## src/rtl/fuse_rd_pkg.sv

```systemverilog
package fuse_rd_pkg;

  // bit positions within the macro control word
  localparam int CsBarBit    = 0;
  localparam int StrobeBit   = 1;
  localparam int LoadBit     = 2;
  localparam int PgmBarBit   = 3;
  localparam int PwrDownBit  = 5;
  localparam int SenseBarBit = 7;
  localparam int StrbSelBit  = 9;
  localparam int AddrLsb     = 16;

  typedef struct packed {
    logic csBar;
    logic strobe;
    logic load;
    logic pgmBar;
    logic pwrDown;
    logic senseBar;
    logic strbSel;
  } fusePins_t;

  // strobes from control to datapath
  typedef struct packed {
    logic loadReq;
    logic sampleWord;
    logic emitByte;
  } dpCtl_t;

  typedef enum logic [2:0] {
    S_IDLE,
    S_ENTER,
    S_STROBE,
    S_EMIT,
    S_GAP
  } rdState_t;

endpackage

```

## src/rtl/fuse_rd_ctrl.sv

```systemverilog
module fuse_rd_ctrl
  import fuse_rd_pkg::*;
#(
  parameter int SETTLE_CYC = 4,
  parameter int STROBE_CYC = 3,
  parameter int GAP_CYC    = 2
) (
  input  logic      clk,
  input  logic      rstN,
  input  logic      startI,
  input  logic      lenZeroI,
  input  logic      lastInWordI,
  input  logic      remZeroI,
  output fusePins_t pinsO,
  output dpCtl_t    dpCtlO,
  output logic      busyO,
  output logic      doneO
);

  localparam int MaxA  = (SETTLE_CYC > STROBE_CYC) ? SETTLE_CYC : STROBE_CYC;
  localparam int MaxC  = (MaxA > GAP_CYC) ? MaxA : GAP_CYC;
  localparam int TimW  = (MaxC < 2) ? 1 : $clog2(MaxC);
  localparam logic [TimW-1:0] SettleLd = TimW'(SETTLE_CYC - 1);
  localparam logic [TimW-1:0] StrobeLd = TimW'(STROBE_CYC - 1);
  localparam logic [TimW-1:0] GapLd    = TimW'(GAP_CYC - 1);

  rdState_t        state;
  logic [TimW-1:0] timer;
  logic            timerZero;

  assign timerZero = (timer == '0);

  always_ff @(posedge clk or negedge rstN) begin
    if (!rstN) begin
      state <= S_IDLE;
      timer <= '0;
      doneO <= 1'b0;
    end else begin
      doneO <= 1'b0;
      case (state)
        S_IDLE: begin
          if (startI) begin
            if (lenZeroI) begin
              doneO <= 1'b1;
            end else begin
              state <= S_ENTER;
              timer <= SettleLd;
            end
          end
        end
        S_ENTER: begin
          if (timerZero) begin
            state <= S_STROBE;
            timer <= StrobeLd;
          end else begin
            timer <= timer - 1'b1;
          end
        end
        S_STROBE: begin
          if (timerZero) begin
            state <= S_EMIT;
          end else begin
            timer <= timer - 1'b1;
          end
        end
        S_EMIT: begin
          if (lastInWordI) begin
            state <= S_GAP;
            timer <= GapLd;
          end
        end
        S_GAP: begin
          if (timerZero) begin
            if (remZeroI) begin
              state <= S_IDLE;
              doneO <= 1'b1;
            end else begin
              state <= S_STROBE;
              timer <= StrobeLd;
            end
          end else begin
            timer <= timer - 1'b1;
          end
        end
        default: state <= S_IDLE;
      endcase
    end
  end

  always_comb begin
    dpCtlO.loadReq    = (state == S_IDLE) && startI && !lenZeroI;
    dpCtlO.sampleWord = (state == S_STROBE) && timerZero;
    dpCtlO.emitByte   = (state == S_EMIT);
  end

  always_comb begin
    pinsO = '0;
    if (state == S_IDLE) begin
      pinsO.pwrDown = 1'b1;
      pinsO.csBar   = 1'b1;
    end else begin
      pinsO.load     = 1'b1;
      pinsO.pgmBar   = 1'b1;
      pinsO.senseBar = 1'b1;
      pinsO.strbSel  = 1'b1;
      pinsO.strobe   = (state == S_STROBE);
    end
  end

  assign busyO = (state != S_IDLE);

endmodule

```

## src/rtl/fuse_rd_dpath.sv

```systemverilog
module fuse_rd_dpath
  import fuse_rd_pkg::*;
#(
  parameter int ADDR_W = 10,
  parameter int DATA_W = 32,
  parameter int LEN_W  = 13
) (
  input  logic                 clk,
  input  logic                 rstN,
  input  dpCtl_t               dpCtlI,
  input  logic [ADDR_W+$clog2(DATA_W/8)-1:0] offsetI,
  input  logic [LEN_W-1:0]     lengthI,
  input  logic [DATA_W-1:0]    macroDataI,
  output logic [ADDR_W-1:0]    wordAddrO,
  output logic                 lastInWordO,
  output logic                 remZeroO,
  output logic                 byteValidO,
  output logic [7:0]           byteDataO
);

  localparam int Lanes  = DATA_W / 8;
  localparam int LaneW  = $clog2(Lanes);
  localparam int OffW   = ADDR_W + LaneW;

  logic [OffW-1:0]   curByte;
  logic [LEN_W-1:0]  remaining;
  logic [DATA_W-1:0] wordReg;
  logic [LaneW-1:0]  lane;
  logic [7:0]        laneByte [Lanes];

  assign lane = curByte[LaneW-1:0];

  // split the held word into byte lanes, lowest lane = least significant byte
  for (genvar g = 0; g < Lanes; g++) begin : g_lane
    assign laneByte[g] = wordReg[8*g +: 8];
  end

  always_ff @(posedge clk or negedge rstN) begin
    if (!rstN) begin
      curByte    <= '0;
      remaining  <= '0;
      wordReg    <= '0;
      byteValidO <= 1'b0;
      byteDataO  <= '0;
    end else begin
      byteValidO <= 1'b0;
      if (dpCtlI.loadReq) begin
        curByte   <= offsetI;
        remaining <= lengthI;
      end
      if (dpCtlI.sampleWord) begin
        wordReg <= macroDataI;
      end
      if (dpCtlI.emitByte) begin
        byteDataO  <= laneByte[lane];
        byteValidO <= 1'b1;
        curByte    <= curByte + 1'b1;
        remaining  <= remaining - 1'b1;
      end
    end
  end

  assign wordAddrO   = curByte[OffW-1:LaneW];
  assign lastInWordO = (remaining == LEN_W'(1)) || (lane == LaneW'(Lanes - 1));
  assign remZeroO    = (remaining == '0);

endmodule

```

## src/rtl/fuse_word_reader.sv

```systemverilog
module fuse_word_reader
  import fuse_rd_pkg::*;
#(
  parameter int SETTLE_CYC = 4,
  parameter int STROBE_CYC = 3,
  parameter int GAP_CYC    = 2
) (
  input  logic        clk,
  input  logic        rstN,
  input  logic        startI,
  input  logic [11:0] offsetI,
  input  logic [12:0] lengthI,
  input  logic [31:0] macroDataI,
  output logic [31:0] ctlWordO,
  output logic        byteValidO,
  output logic [7:0]  byteDataO,
  output logic        busyO,
  output logic        doneO
);

  localparam int AddrW = 10;
  localparam int DataW = 32;
  localparam int LenW  = 13;

  fusePins_t        pins;
  dpCtl_t           dpCtl;
  logic [AddrW-1:0] wordAddr;
  logic             lastInWord;
  logic             remZero;

  fuse_rd_ctrl #(
    .SETTLE_CYC(SETTLE_CYC),
    .STROBE_CYC(STROBE_CYC),
    .GAP_CYC   (GAP_CYC)
  ) u_ctrl (
    .clk        (clk),
    .rstN       (rstN),
    .startI     (startI),
    .lenZeroI   (lengthI == '0),
    .lastInWordI(lastInWord),
    .remZeroI   (remZero),
    .pinsO      (pins),
    .dpCtlO     (dpCtl),
    .busyO      (busyO),
    .doneO      (doneO)
  );

  fuse_rd_dpath #(
    .ADDR_W(AddrW),
    .DATA_W(DataW),
    .LEN_W (LenW)
  ) u_dpath (
    .clk        (clk),
    .rstN       (rstN),
    .dpCtlI     (dpCtl),
    .offsetI    (offsetI),
    .lengthI    (lengthI),
    .macroDataI (macroDataI),
    .wordAddrO  (wordAddr),
    .lastInWordO(lastInWord),
    .remZeroO   (remZero),
    .byteValidO (byteValidO),
    .byteDataO  (byteDataO)
  );

  // pack pins and address into the macro control word; address is zero in standby
  always_comb begin
    ctlWordO              = '0;
    ctlWordO[CsBarBit]    = pins.csBar;
    ctlWordO[StrobeBit]   = pins.strobe;
    ctlWordO[LoadBit]     = pins.load;
    ctlWordO[PgmBarBit]   = pins.pgmBar;
    ctlWordO[PwrDownBit]  = pins.pwrDown;
    ctlWordO[SenseBarBit] = pins.senseBar;
    ctlWordO[StrbSelBit]  = pins.strbSel;
    if (!pins.pwrDown) begin
      ctlWordO[AddrLsb +: AddrW] = wordAddr;
    end
  end

endmodule

```

## config.mk

```make
export PLATFORM = sky130hd
export DESIGN_NAME = fuse_word_reader
export DESIGN_NICKNAME = d
export VERILOG_FILES = /design/src/rtl/fuse_rd_pkg.sv /design/src/rtl/fuse_rd_ctrl.sv /design/src/rtl/fuse_rd_dpath.sv /design/src/rtl/fuse_word_reader.sv
export SDC_FILE = /design/constraint.sdc
export NUM_CORES = 1
export LEC_CHECK = 0
export ABC_AREA = 1
export BUFFER_PORTS_ARGS = -buffer_cell sky130_fd_sc_hd__clkbuf_2
export CORE_UTILIZATION = 40
export DETAILED_ROUTE_END_ITERATION = 16
export PLACE_DENSITY = 0.65
export SLEW_MARGIN = 20
export SYNTH_ARGS = -nofsm -noshare
export SYNTH_HDL_FRONTEND = slang
export SYNTH_SLANG_ARGS = --single-unit
```

## constraint.sdc

```tcl
create_clock -name clk -period 2 [get_ports clk]
set_input_delay 0.1 -clock clk [delete_from_list [all_inputs] [get_ports clk]]
set_output_delay 0.1 -clock clk [all_outputs]
set_load 0.005 [all_outputs]
```

==> flow_metrics.py <==
metrics = {
    "routing": {
        "vias_per_cell": 4.811,
        "dr.pass1.iters": 4,
        "routed_wirelength_um": 10430,
        "drc": 0,
        "post_drt_wl_per_cell_um": 12.80,
        "ant_nets": 0,
        "drt-initial-drc-count": 202,
        "vias": 3921,
    },
    "die": {
        "core.rowCount": 36,
        "die_w_um": 103.0,
        "core_area_mm2": 0.009819,
        "initial_utilization_pct": 41.58,
        "die_y_um": 103.0,
        "ios": 103,
        "die-area_mm2": 0.01062,
    },
    "global_route": {
        "grt_busiest_layer": "met2",
        "antenna_found_initial": 0,
        "track_usage_pct": 21.32,
        "grt.met1_usage_pct": 27.35,
        "grt_pass1_wl_um": 17340,
        "gr-usage-met3_pct": 3.797,
        "grt_start_max_net_pins": 42,
        "first_global_vias": 3780,
        "grt_use_met2_pct": 36.62,
        "overflow": 0,
    },
    "worst_setup_path": {
        "critPathKind": "flip-flop to flip-flop",
        "critPathMaxFanout": 3,
        "end_kind": "flip-flop",
        "startpoint_type": "flip-flop",
        "required_ns": 2.23,
        "worstPathArrival_ns": 1.98,
    },
    "power_and_ir_drop": {
        "leakage_nw": 2.629,
        "p_sw_mw": 3.296,
        "clock_power_share_pct": 15.9,
        "combinationalPowerShare_pct": 48.5,
        "swShare_pct": 44.07,
        "ir_drop_mv": 0.5807,
        "p_seq_share_pct": 35.5,
        "p_total_mw": 7.479,
        "power_density_mw_per_mm2": 1455,
        "p_int_mw": 4.183,
    },
    "yosys": {
        "netlist_instances": 560,
        "ys_top_cells_by_count": "153 x nand2_1, 84 x nor2_1, 72 x dfrtp_1",
        "ys_warn_count": 0,
        "synth-edff-count": 0,
        "synthArstFlopShare_pct": 100.0,
        "yosysUniqueCellTypes": 36,
        "synth.top_cell.area_share_pct": 44.13,
        "synth-seq-area-share_pct": 44.13,
        "ys_top_cells_by_area": "dfrtp_1 44%, nand2_1 14%, nor2_1 7.7%, nand3_1 7.0%, buf_4 4.2%",
        "yosysMostFrequentCell": "nand2_1",
        "avgSynthCellArea_um2": 7.290,
        "yosysTopAreaCell": "dfrtp_1",
        "syn-cell-area_mm2": 0.004083,
        "synth-seq-cells": 72,
        "synth-main-ff-cell": "dfrtp_1",
    },
    "placement": {
        "hpwl_um": 7319,
        "port_buffers": 87,
        "placed_area_mm2": 0.004561,
        "dp_slack_ns": 0.2457,
        "gp_congestion": 0.8820,
    },
    "timing": {
        "setup_viol": 0,
        "timing.fmax_ghz": 0.5698,
        "fin_hold_ws_ns": 0.02119,
        "skew_ns": 0.008886,
        "fin_setup_tns_ns": 0,
        "min_period_ns": 1.755,
        "max_slew.worst_pin.slew_ns": 0.7390,
        "fin_ws_ns": 0.2449,
        "timing.final.crit_share_pct": 87.75,
        "maxSlewHeadroom_pct": 50.68,
        "slew_violations": 0,
        "rsz0062_at_grt": "false",
        "hold_viol": 0,
    },
    "cts": {
        "insertion_delay_ns": 0.34,
        "cts_tree": "built",
        "cts_buffer_depth": 2,
        "htree_levels": 3,
        "cts_buffers": 9,
        "cts.sinks": 72,
        "post-cts-setup-buffers": 0,
        "path_clk_slew_ns": 0.08,
        "cts-root-buf": "clkbuf_8",
    },
    "outcome": {
        "status": "finished, final reports clean",
    },
    "finish": {
        "fillers": 955,
        "drive_gt1_share_pct": 19.65,
        "final_nets": 742,
        "area_delta_synth_final_pct": 25.87,
        "antenna_cells": 0,
        "final_cell_area_mm2": 0.005139,
        "register_area_mm2": 0.001802,
        "multi_input_area_mm2": 0.001889,
    },
    "flow_run": {
        "cap_violations": 0,
    },
    "min_path": {
        "hold_path.class": "input pin to flip-flop",
    },
}
-- logic make-up after synthesis --
| logic type | share of synthesized area (%) |
|---|---|
| adder cells (fa/ha/maj) | 1.532 |
| AND/OR/NAND/NOR | 33.07 |
| other | 0.09185 |
| flip-flops | 44.13 |
| AO/OA/AOI/OAI | 9.807 |
| XOR/XNOR | 0.4291 |
| buffers and inverters | 10.94 |
-- registers in the layout, summed over array words and instances, names as in the netlist --
signal / cells
u_ctrl.timer: 2
u_ctrl.state: 3
u_dpath.byteValidO: 1
u_ctrl.doneO: 1
u_dpath.curByte: 12
u_dpath.remaining: 13
u_dpath.wordReg: 32
u_dpath.byteDataO: 8
-- power by group through the flow --
stage | Sequential [mW] | Combinational (mW) | Clock, mW
2_1_floorplan | 2.55 | 2.71 | 0
3_3_place_gp | 2.65 | 3.49 | 0
3_5_place_dp | 2.67 | 3.60 | 0
4_1_cts | 2.65 | 3.67 | 1.24
5_1_grt | 2.74 | 4.19 | 1.30
6_report | 2.66 | 3.63 | 1.19
-- final timing paths --
check	start	end	slack (ns)	cells after the start
worst max register to register	u_dpath.remaining[0]	u_ctrl.timer[0]	0.24	9
max in group asynchronous	rstN	u_dpath.wordReg[18]	1.08	3
min in group asynchronous	rstN	u_dpath.curByte[8]	0.30	2
worst min-delay path	lengthI[6]	u_dpath.remaining[6]	0.02	3
worst max-delay path	u_dpath.remaining[0]	u_ctrl.timer[0]	0.24	9
worst min register to register	u_dpath.wordReg[25]	u_dpath.wordReg[25]	0.48	2
-- per-layer routing --
layer  up-vias  share of wire [%]
met5         -                  0
li1       1979                  -
met3        11                5.6
met2       124                 47
met1      1807                 46
met4         0                1.2
-- final cells by class --
type / count / share of cell area [%]
Inverter: 48 / 3.555
Tap cell: 133 / 3.238
Timing Repair Buffer: 134 / 17.38
Multi-Input combinational cell: 412 / 36.77
Sequential cell: 72 / 35.06
Clock inverter: 6 / 1.315
Clock buffer: 10 / 2.678
-- worst max-delay path, stage by stage (launching register included) --
cell and delay (ns):
dfrtp_1 0.40, inv_1 0.10, ha_1 0.19, nand2_1 0.10
nor2_1 0.21, nand3b_1 0.20, nor2_2 0.16, inv_1 0.10
nand3_1 0.10, nand2_1 0.06
-- timing repair --
action                                  CTS  global route
hold buffers                             37             0
endpoints found under the setup margin    0             2
hold endpoints to repair                 56             0
resized for setup                         0             1
-- cells in the final DEF, fill, tap and decap left out, drive strengths merged, types with 2 or more instances in the layout --
| cell type | count |
|---|---|
| nand2 | 158 |
| clkbuf | 96 |
| nor2 | 89 |
| dfrtp | 72 |
| nand3 | 58 |
| inv | 48 |
| dlygate4sd3 | 37 |
| o21ai | 37 |
| conb | 15 |
| a21oi | 14 |
| buf | 11 |
| a31oi | 8 |
| o211ai | 5 |
| nor3 | 5 |
| ha | 5 |
| or2 | 4 |
| o21bai | 3 |
| clkinv | 3 |
| xor2 | 2 |
| o22ai | 2 |
| clkinvlp | 2 |
-- through the flow --
step           std cells  util, %
2_1_floorplan        574        -
3_5_place_dp         762    46.45
5_1_grt              815    52.33
6_report             815    52.33
4_1_cts              815    52.31
3_3_place_gp         762    46.45
Power figures use the tool's default switching activity.
